### src/rtl/sxsr_pkg.sv
package sxsr_pkg;
  typedef enum logic [1:0] {
    OP_HOLD  = 2'd0,
    OP_LOAD  = 2'd1,
    OP_SHIFT = 2'd2
  } sxsr_op_e;
endpackage

### src/rtl/sxsr_decode.sv
module sxsr_decode
  import sxsr_pkg::*;
(
  input  logic     clk,
  input  logic     clr_n,
  input  logic     reg_en_n,
  input  logic     shift_mode,
  input  logic     oe_n,
  output sxsr_op_e op,
  output logic     bus_oe
);
  always_comb begin
    if (reg_en_n)       op = OP_HOLD;
    else if (shift_mode) op = OP_SHIFT;
    else                 op = OP_LOAD;
  end

  assign bus_oe = !oe_n && (op != OP_LOAD);

  AST_LOAD_RELEASES_BUS: assert property (@(posedge clk) disable iff (!clr_n)
    (!reg_en_n && !shift_mode) |-> !bus_oe);
  AST_OE_FORCES_OFF: assert property (@(posedge clk) disable iff (!clr_n)
    oe_n |-> !bus_oe);
  AST_DRIVE_OTHERWISE: assert property (@(posedge clk) disable iff (!clr_n)
    (!oe_n && (reg_en_n || shift_mode)) |-> bus_oe);
endmodule

### src/rtl/sxsr_msb_src.sv
module sxsr_msb_src (
  input  logic clk,
  input  logic clr_n,
  input  logic shifting,
  input  logic sext_n,
  input  logic ser_sel,
  input  logic ser_d0,
  input  logic ser_d1,
  input  logic msb_now,
  output logic msb_next
);
  logic ser_pick;
  assign ser_pick = ser_sel ? ser_d1 : ser_d0;
  assign msb_next = sext_n ? ser_pick : msb_now;

  AST_SEXT_KEEPS_MSB: assert property (@(posedge clk) disable iff (!clr_n)
    (shifting && !sext_n) |-> (msb_next == msb_now));
  AST_SER_D1_SEL: assert property (@(posedge clk) disable iff (!clr_n)
    (shifting && sext_n && ser_sel) |-> (msb_next == ser_d1));
  AST_SER_D0_SEL: assert property (@(posedge clk) disable iff (!clr_n)
    (shifting && sext_n && !ser_sel) |-> (msb_next == ser_d0));
endmodule

### src/rtl/sxsr_core.sv
module sxsr_core
  import sxsr_pkg::*;
#(
  parameter int WIDTH = 8
) (
  input  logic             clk,
  input  logic             clr_n,
  input  sxsr_op_e         op,
  input  logic             msb_next,
  input  logic [WIDTH-1:0] par_in,
  output logic [WIDTH-1:0] q
);
  localparam int TOP = WIDTH - 1;

  logic [WIDTH-1:0] q_next;

  always_comb begin
    unique case (op)
      OP_LOAD:  q_next = par_in;
      OP_SHIFT: q_next = {msb_next, q[TOP:1]};
      default:  q_next = q;
    endcase
  end

  always_ff @(posedge clk or negedge clr_n) begin
    if (!clr_n) q <= '0;
    else        q <= q_next;
  end

  AST_CLEARED: assert property (@(posedge clk) !clr_n |-> (q == '0));
  AST_HOLD: assert property (@(posedge clk) disable iff (!clr_n)
    (op == OP_HOLD) |=> $stable(q));
  AST_LOAD: assert property (@(posedge clk) disable iff (!clr_n)
    (op == OP_LOAD) |=> (q == $past(par_in)));
  AST_SHIFT_LOW: assert property (@(posedge clk) disable iff (!clr_n)
    (op == OP_SHIFT) |=> (q[TOP-1:0] == $past(q[TOP:1])));
endmodule

### src/rtl/sxsr_top.sv
module sxsr_top
  import sxsr_pkg::*;
#(
  parameter int WIDTH = 8
) (
  input  logic             clk,
  input  logic             clr_n,
  input  logic             reg_en_n,
  input  logic             shift_mode,
  input  logic             sext_n,
  input  logic             ser_sel,
  input  logic             ser_d0,
  input  logic             ser_d1,
  input  logic             oe_n,
  input  logic [WIDTH-1:0] bus_in,
  output logic [WIDTH-1:0] bus_out,
  output logic             bus_oe,
  output logic             ser_out
);
  sxsr_op_e         op;
  logic             msb_next;
  logic [WIDTH-1:0] q;

  sxsr_decode u_decode (
    .clk(clk), .clr_n(clr_n), .reg_en_n(reg_en_n), .shift_mode(shift_mode),
    .oe_n(oe_n), .op(op), .bus_oe(bus_oe)
  );

  sxsr_msb_src u_msb (
    .clk(clk), .clr_n(clr_n), .shifting(op == OP_SHIFT), .sext_n(sext_n),
    .ser_sel(ser_sel), .ser_d0(ser_d0), .ser_d1(ser_d1),
    .msb_now(q[WIDTH-1]), .msb_next(msb_next)
  );

  sxsr_core #(.WIDTH(WIDTH)) u_core (
    .clk(clk), .clr_n(clr_n), .op(op), .msb_next(msb_next),
    .par_in(bus_in), .q(q)
  );

  assign bus_out = q;
  assign ser_out = q[0];

  AST_SER_OUT_SHIFTS: assert property (@(posedge clk) disable iff (!clr_n)
    (!reg_en_n && shift_mode) |=> (ser_out == $past(bus_out[1])));
endmodule

### config.mk
export PLATFORM = sky130hd
export DESIGN_NAME = sxsr_top
export DESIGN_NICKNAME = d
export VERILOG_FILES = /design/src/rtl/sxsr_pkg.sv /design/src/rtl/sxsr_decode.sv /design/src/rtl/sxsr_msb_src.sv /design/src/rtl/sxsr_core.sv /design/src/rtl/sxsr_top.sv
export SDC_FILE = /design/constraint.sdc
export NUM_CORES = 1
export LEC_CHECK = 0
export CAP_MARGIN = 20
export CORE_AREA = 3 3 40 42
export DETAILED_ROUTE_END_ITERATION = 16
export DIE_AREA = 0 0 43 45
export PLACE_DENSITY = 0.85
export RECOVER_POWER = 25
export SLEW_MARGIN = 5
export SYNTH_ARGS = -nofsm -noshare
export SYNTH_HDL_FRONTEND = slang
export SYNTH_HIERARCHICAL = 1
export SYNTH_SLANG_ARGS = --single-unit
export TNS_END_PERCENT = 5
### constraint.sdc
create_clock -name clk -period 2.4 [get_ports clk]
set_clock_uncertainty 0.1 [all_clocks]
set_input_delay 0.36 -clock clk [delete_from_list [all_inputs] [get_ports clk]]
set_output_delay 0.36 -clock clk [all_outputs]
set_load 0.05 [all_outputs]
==> results of run 1 <==
==> layout by cell type, fill, tap and decap left out, drive strengths merged <==
| master | count |
|---|---|
| o21ai | 8 |
| clkdlybuf4s50 | 24 |
| clkbuf | 3 |
| dfrtp | 8 |
| o21ba | 1 |
| nand2 | 8 |
| nor2 | 2 |
| dlygate4sd3 | 1 |
| buf | 1 |
| and2b | 1 |
| inv | 1 |
| a21oi | 1 |
| ha | 1 |
| mux2i | 9 |
==> power groups by stage <==
stage | clock network (W) | registers [W] | logic [W]
2_1_floorplan | 0 | 0.000278 | 0.0000722
3_3_place_gp | 0 | 0.000185 | 0.000254
3_5_place_dp | 0 | 0.000186 | 0.000258
4_1_cts | 0.000113 | 0.000184 | 0.000258
5_1_grt | 0.000115 | 0.000189 | 0.000266
6_report | 0.000107 | 0.000183 | 0.000257
==> per-layer routing <==
metal | track usage [%] | vias up | part of all wire, %
met4 | 12.7 | 0 | 4.0
met5 | 0 | - | 0
met2 | 18.6 | 18 | 47
met3 | 3.98 | 4 | 7.7
met1 | 11.7 | 174 | 41
li1 | - | 198 | -
==> area by class of cell <==
cell class	instances	share of cell area (%)
flip-flops and latches	8	28.3
inverters	1	0.531
well taps	15	2.65
multi-input cells	31	28.8
repair buffers	26	36.5
clock buffers	3	3.19
==> final timing paths <==
kind	to	slack, ns	cells after the start
setup reg to reg	u_core/q[7]$_DFFE_PN0P_	1.34	4
min in group clk	u_core/q[2]$_DFFE_PN0P_	0.41	2
hold reg to reg	u_core/q[2]$_DFFE_PN0P_	0.41	2
max in group asynchronous	u_core/q[6]$_DFFE_PN0P_	1.58	1
hold / removal	u_core/q[3]$_DFFE_PN0P_	0.35	1
setup / recovery	bus_out[7]	0.46	1
==> through the flow <==
step	power [W]	utilization, %
after floorplan	0.000350	-
after global placement	0.000439	53.3
after detailed placement	0.000443	53.3
after CTS	0.000555	55.0
after global routing	0.000570	55.0
final	0.000547	55.0
==> impl_metrics.toml, run 1 <==
[cells_and_area]
layout-drive-gt1-share_pct = 8.70
postLayoutCellArea_um2 = 707
reg_top3 = "u_core/q x8"
largest_reg_flops = 8
final-seq-area_um2 = 200
multiInputGateArea_um2 = 204
fill_cells = 124
antennaDiodeCount = 0
syn_to_final_growth_pct = 61.4
final_nets = 89
top_register = "u_core/q"
fin_cells = 84

[floorplanning]
start_util_pct = 34.1
fp-row-count = 13
ios = 27
die-area_um2 = 1940
die_w_um = 43
coreArea_um2 = 1280
die_y_um = 45

[detailed_routing]
drc = 0
drtAntennaViolNets = 0
drt-initial-drc-count = 3
vias = 394
wire_per_inst_um = 12.3
routed_wl_mm = 1.03
dr.pass1.iters = 3
via_per_inst = 4.69

[sta]
rsz0062_at_grt = "no"
min_period_ns = 1.94
fin_ws_ns = 0.464
holdWs_ns = 0.355
hold_viol = 0
fin_crit_sh_pct = 80.7
fin_tns_setup_ns = 0
setup_violations = 0
worstMarginPinSlew_ns = 0.496
max_freq_ghz = 0.517
slew_headroom_pct = 66.8
drv_slew = 0

[global_routing]
overflow = 0
grt_max_degree = 17
grt_pass1_wl_mm = 1.55
first_global_vias = 383
gr-usage-all-layers_pct = 11.8
antenna_found_initial = 0

[setup_path]
start_kind = "flop"
worstPathMaxFanout = 4
crit_buf_inv = 1
slowest_stage = "clkdlybuf4s50_1"
reg2reg_from = "u_core/q[7]$_DFFE_PN0P_"
critPathArrivalTime_ns = 1.48
endpoint_kind = "output port"
required_ns = 1.94
critPathKind = "reg -> out"
crit_family = "buffers and inverters"
crit_chain = "clkdlybuf4s50_1"
crit_start = "u_core/q[7]$_DFFE_PN0P_"
critPathMaxStageDelay_ns = 0.82

[clock_network]
clockBufferDepth = 2
post_cts_buffers = 0
cts-root-buf = "clkbuf_4"
cts_buffers = 3
clkLatencyLatePin_ns = 0.26
cts_tree = "built"
htree_num_levels = 1
cts.clk_slew.worst_paths_ns = 0.06
cts.repair.resized = 0
cts_hold_buf = 0
cts.sinks = 8

[placement]
post-dp-hpwl_um = 773
post-place-ws_ns = 0.386
dp_cells = 81
io_buffers = 26
place_congestion = 0.669
dpl_cell_area_um2 = 684

[status]
run_status = "completed"

[power_and_ir_drop]
p_sw_share_pct = 42.0
power.switching_w = 0.000230
pwr-share-comb_pct = 46.9
internal_power_w = 0.000317
peakVddDrop_v = 0.000333
p_per_area_nw_per_um2 = 774
power_frac_seq_pct = 33.5
p_clk_share_pct = 19.6
leakage_nw = 0.297

[synthesis]
syn_area_um2 = 438
synth-warning-count = 6
syn_inst = 43
avgSynthCellArea_um2 = 10.2
syn-num-nets = 61

[flow_run]
maxCapViolCount = 0

[min_path]
hold_path.class = "in -> async"
(Power assumes the default switching activity.)
==> run 2: changes to the inputs <==
CORE_AREA = default   (was 3 3 40 42)
CORE_MARGIN = 3   (was default)
CORE_UTILIZATION = 31   (was default)
DIE_AREA = default   (was 0 0 43 45)
PLACE_DENSITY = 0.82   (was 0.85)
clock period = 1.7 ns   (was 2.4 ns; I/O delays follow)
==> run 2 against run 1 <==
Compared with the run above:
- register-to-register slack lost 0.61 ns
- die area shrank 1.8%
- non-clock buffer count is the same
- final cell count shrank 1.2%
- critical path type is now in -> reg
- critical endpoint is now u_core/q[6]$_DFFE_PN0P_
==> impl_metrics.toml, run 2 (synthesis gave the netlist of run 1 again) <==
[sta]
drv_slew = 0
worstMarginPinSlew_ns = 0.383
slew_headroom_pct = 74.4
fin_crit_sh_pct = 91.5
max_freq_ghz = 0.643
min_period_ns = 1.56
hold_viol = 0
setup_violations = 0
holdWs_ns = 0.256
rsz0062_at_grt = "no"

[cells_and_area]
layout.cells.most_common = "clkdlybuf4s50_1"
fin_cells = 83
layout-drive-gt1-share_pct = 23.2
syn_to_final_growth_pct = 59.4
final_cell_mix = "15 x clkdlybuf4s50_1, 9 x buf_4, 9 x mux2i_1"
postLayoutCellArea_um2 = 698
largest_reg_flops = 8
finish.utilization_pct = 57.4
top_register = "u_core/q"
reg_top3 = "u_core/q x8"
fill_cells = 121
antennaDiodeCount = 0
final_nets = 89

[clock_network]
clkLatencyLatePin_ns = 0.25
cts.sinks = 8
cts_hold_buf = 0
clockBufferDepth = 2
cts-root-buf = "clkbuf_4"
cts_buffers = 3
cts.clk_slew.worst_paths_ns = 0.06
cts_tree = "built"
htree_num_levels = 1

[detailed_routing]
dr.pass1.iters = 4
route.met2.wl_um = 484
wl_met1_um = 411
dr.max_layer_used = "met3"
via_per_inst = 4.75
vias = 394
wl_met3_um = 103
drt-initial-drc-count = 5
drc = 0
wire_per_inst_um = 12.0
drtAntennaViolNets = 0
routed_wl_um = 999

[setup_path]
endpoint_kind = "flop"
ff2ff_path_depth = 4
crit_chain = "clkdlybuf4s50_1 -> and2b_2 -> ha_2 -> nand2_1 -> o21ai_1"
cp.depth = 5
start_kind = "input pin"
critPathKind = "in -> reg"
crit_family = "buffers and inverters"
required_ns = 1.77
critPathArrivalTime_ns = 1.63
crit_buf_inv = 1
slowest_stage = "clkdlybuf4s50_1"
worstPathMaxFanout = 16
critPathMaxStageDelay_ns = 0.49

[flow_run]
maxCapViolCount = 0

[power_and_ir_drop]
pwr-share-comb_pct = 46.5
internal_power_w = 0.000437
p_sw_share_pct = 42.3
power_frac_seq_pct = 34.1
leakage_nw = 0.311
p_clk_share_pct = 19.4
power.switching_w = 0.000320
p_per_area_nw_per_um2 = 1080
peakVddDrop_v = 0.000522

[placement]
post-dp-hpwl_um = 788
dp_cells = 80
io_buffers = 26
dpl_cell_area_um2 = 673
place_congestion = 0.658

[min_path]
hold_path.class = "in -> async"

[global_routing]
first_global_vias = 364
grt_pass1_wl_mm = 1.52
grt_max_degree = 17
overflow = 0
antenna_found_initial = 0
gr-usage-all-layers_pct = 11.0

[floorplanning]
fp-row-count = 12
start_util_pct = 36.0
coreArea_um2 = 1220
die_y_um = 43.6
die_w_um = 43.6
die-area_um2 = 1900
ios = 27

[status]
run_status = "completed"
## run 2: cell type report
class	count	area, um^2	area share [%]
repair buffers	26	248	35.5
multi-input cells	31	206	29.6
flip-flops and latches	8	200	28.7
clock buffers	3	22.5	3.23
well taps	14	17.5	2.51
inverters	1	3.75	0.538
## run 2: through the flow
stage | setup WS (ns) | power [W] | TNS, ns
3_5_place_dp | -0.270 | 0.000616 | -1.91
4_1_cts | 0.0158 | 0.000766 | 0
5_1_grt | 0.0733 | 0.000798 | 0
2_1_floorplan | 0.417 | 0.000494 | 0
6_report | 0.144 | 0.000757 | 0
3_3_place_gp | -0.179 | 0.000610 | -1.35
## run 2: power groups by stage
stage               Clock [W]  Sequential [W]  Combinational, W
CTS                  0.000153        0.000260          0.000354
detailed placement          0        0.000263          0.000353
finish               0.000147        0.000258          0.000352
global placement            0        0.000262          0.000348
floorplan                   0        0.000392          0.000102
global route         0.000164        0.000266          0.000368
## run 2: per-layer routing
layer,global-route usage (%),up-vias
met5,0,-
li1,-,199
met1,13.1,174
met4,1.81,0
met2,17.4,21
met3,6.22,0
## run 2: final timing paths
path / from / to / slack (ns)
max: reg_en_n / u_core/q[6]$_DFFE_PN0P_ / 0.14
min: clr_n / u_core/q[4]$_DFFE_PN0P_ / 0.26
max reg2reg: u_core/q[7]$_DFFE_PN0P_ / u_core/q[7]$_DFFE_PN0P_ / 0.73
min reg2reg: u_core/q[4]$_DFFE_PN0P_ / u_core/q[4]$_DFFE_PN0P_ / 0.41
max in group asynchronous: clr_n / u_core/q[0]$_DFFE_PN0P_ / 0.97
min in group clk: u_core/q[4]$_DFFE_PN0P_ / u_core/q[4]$_DFFE_PN0P_ / 0.41
## run 2: what timing repair did
| action | in CTS | in global routing |
|---|---|---|
| resized for setup | 0 | 1 |
| setup buffers | 0 | 0 |
| hold endpoints to repair | 0 | 0 |
| endpoints found under the setup margin | 0 | 8 |
==> run 3: changes to the inputs <==
CAP_MARGIN = 10   (was 20)
==> results of run 3 <==
Final layout, timing and power as in run 2 (identical DEF).
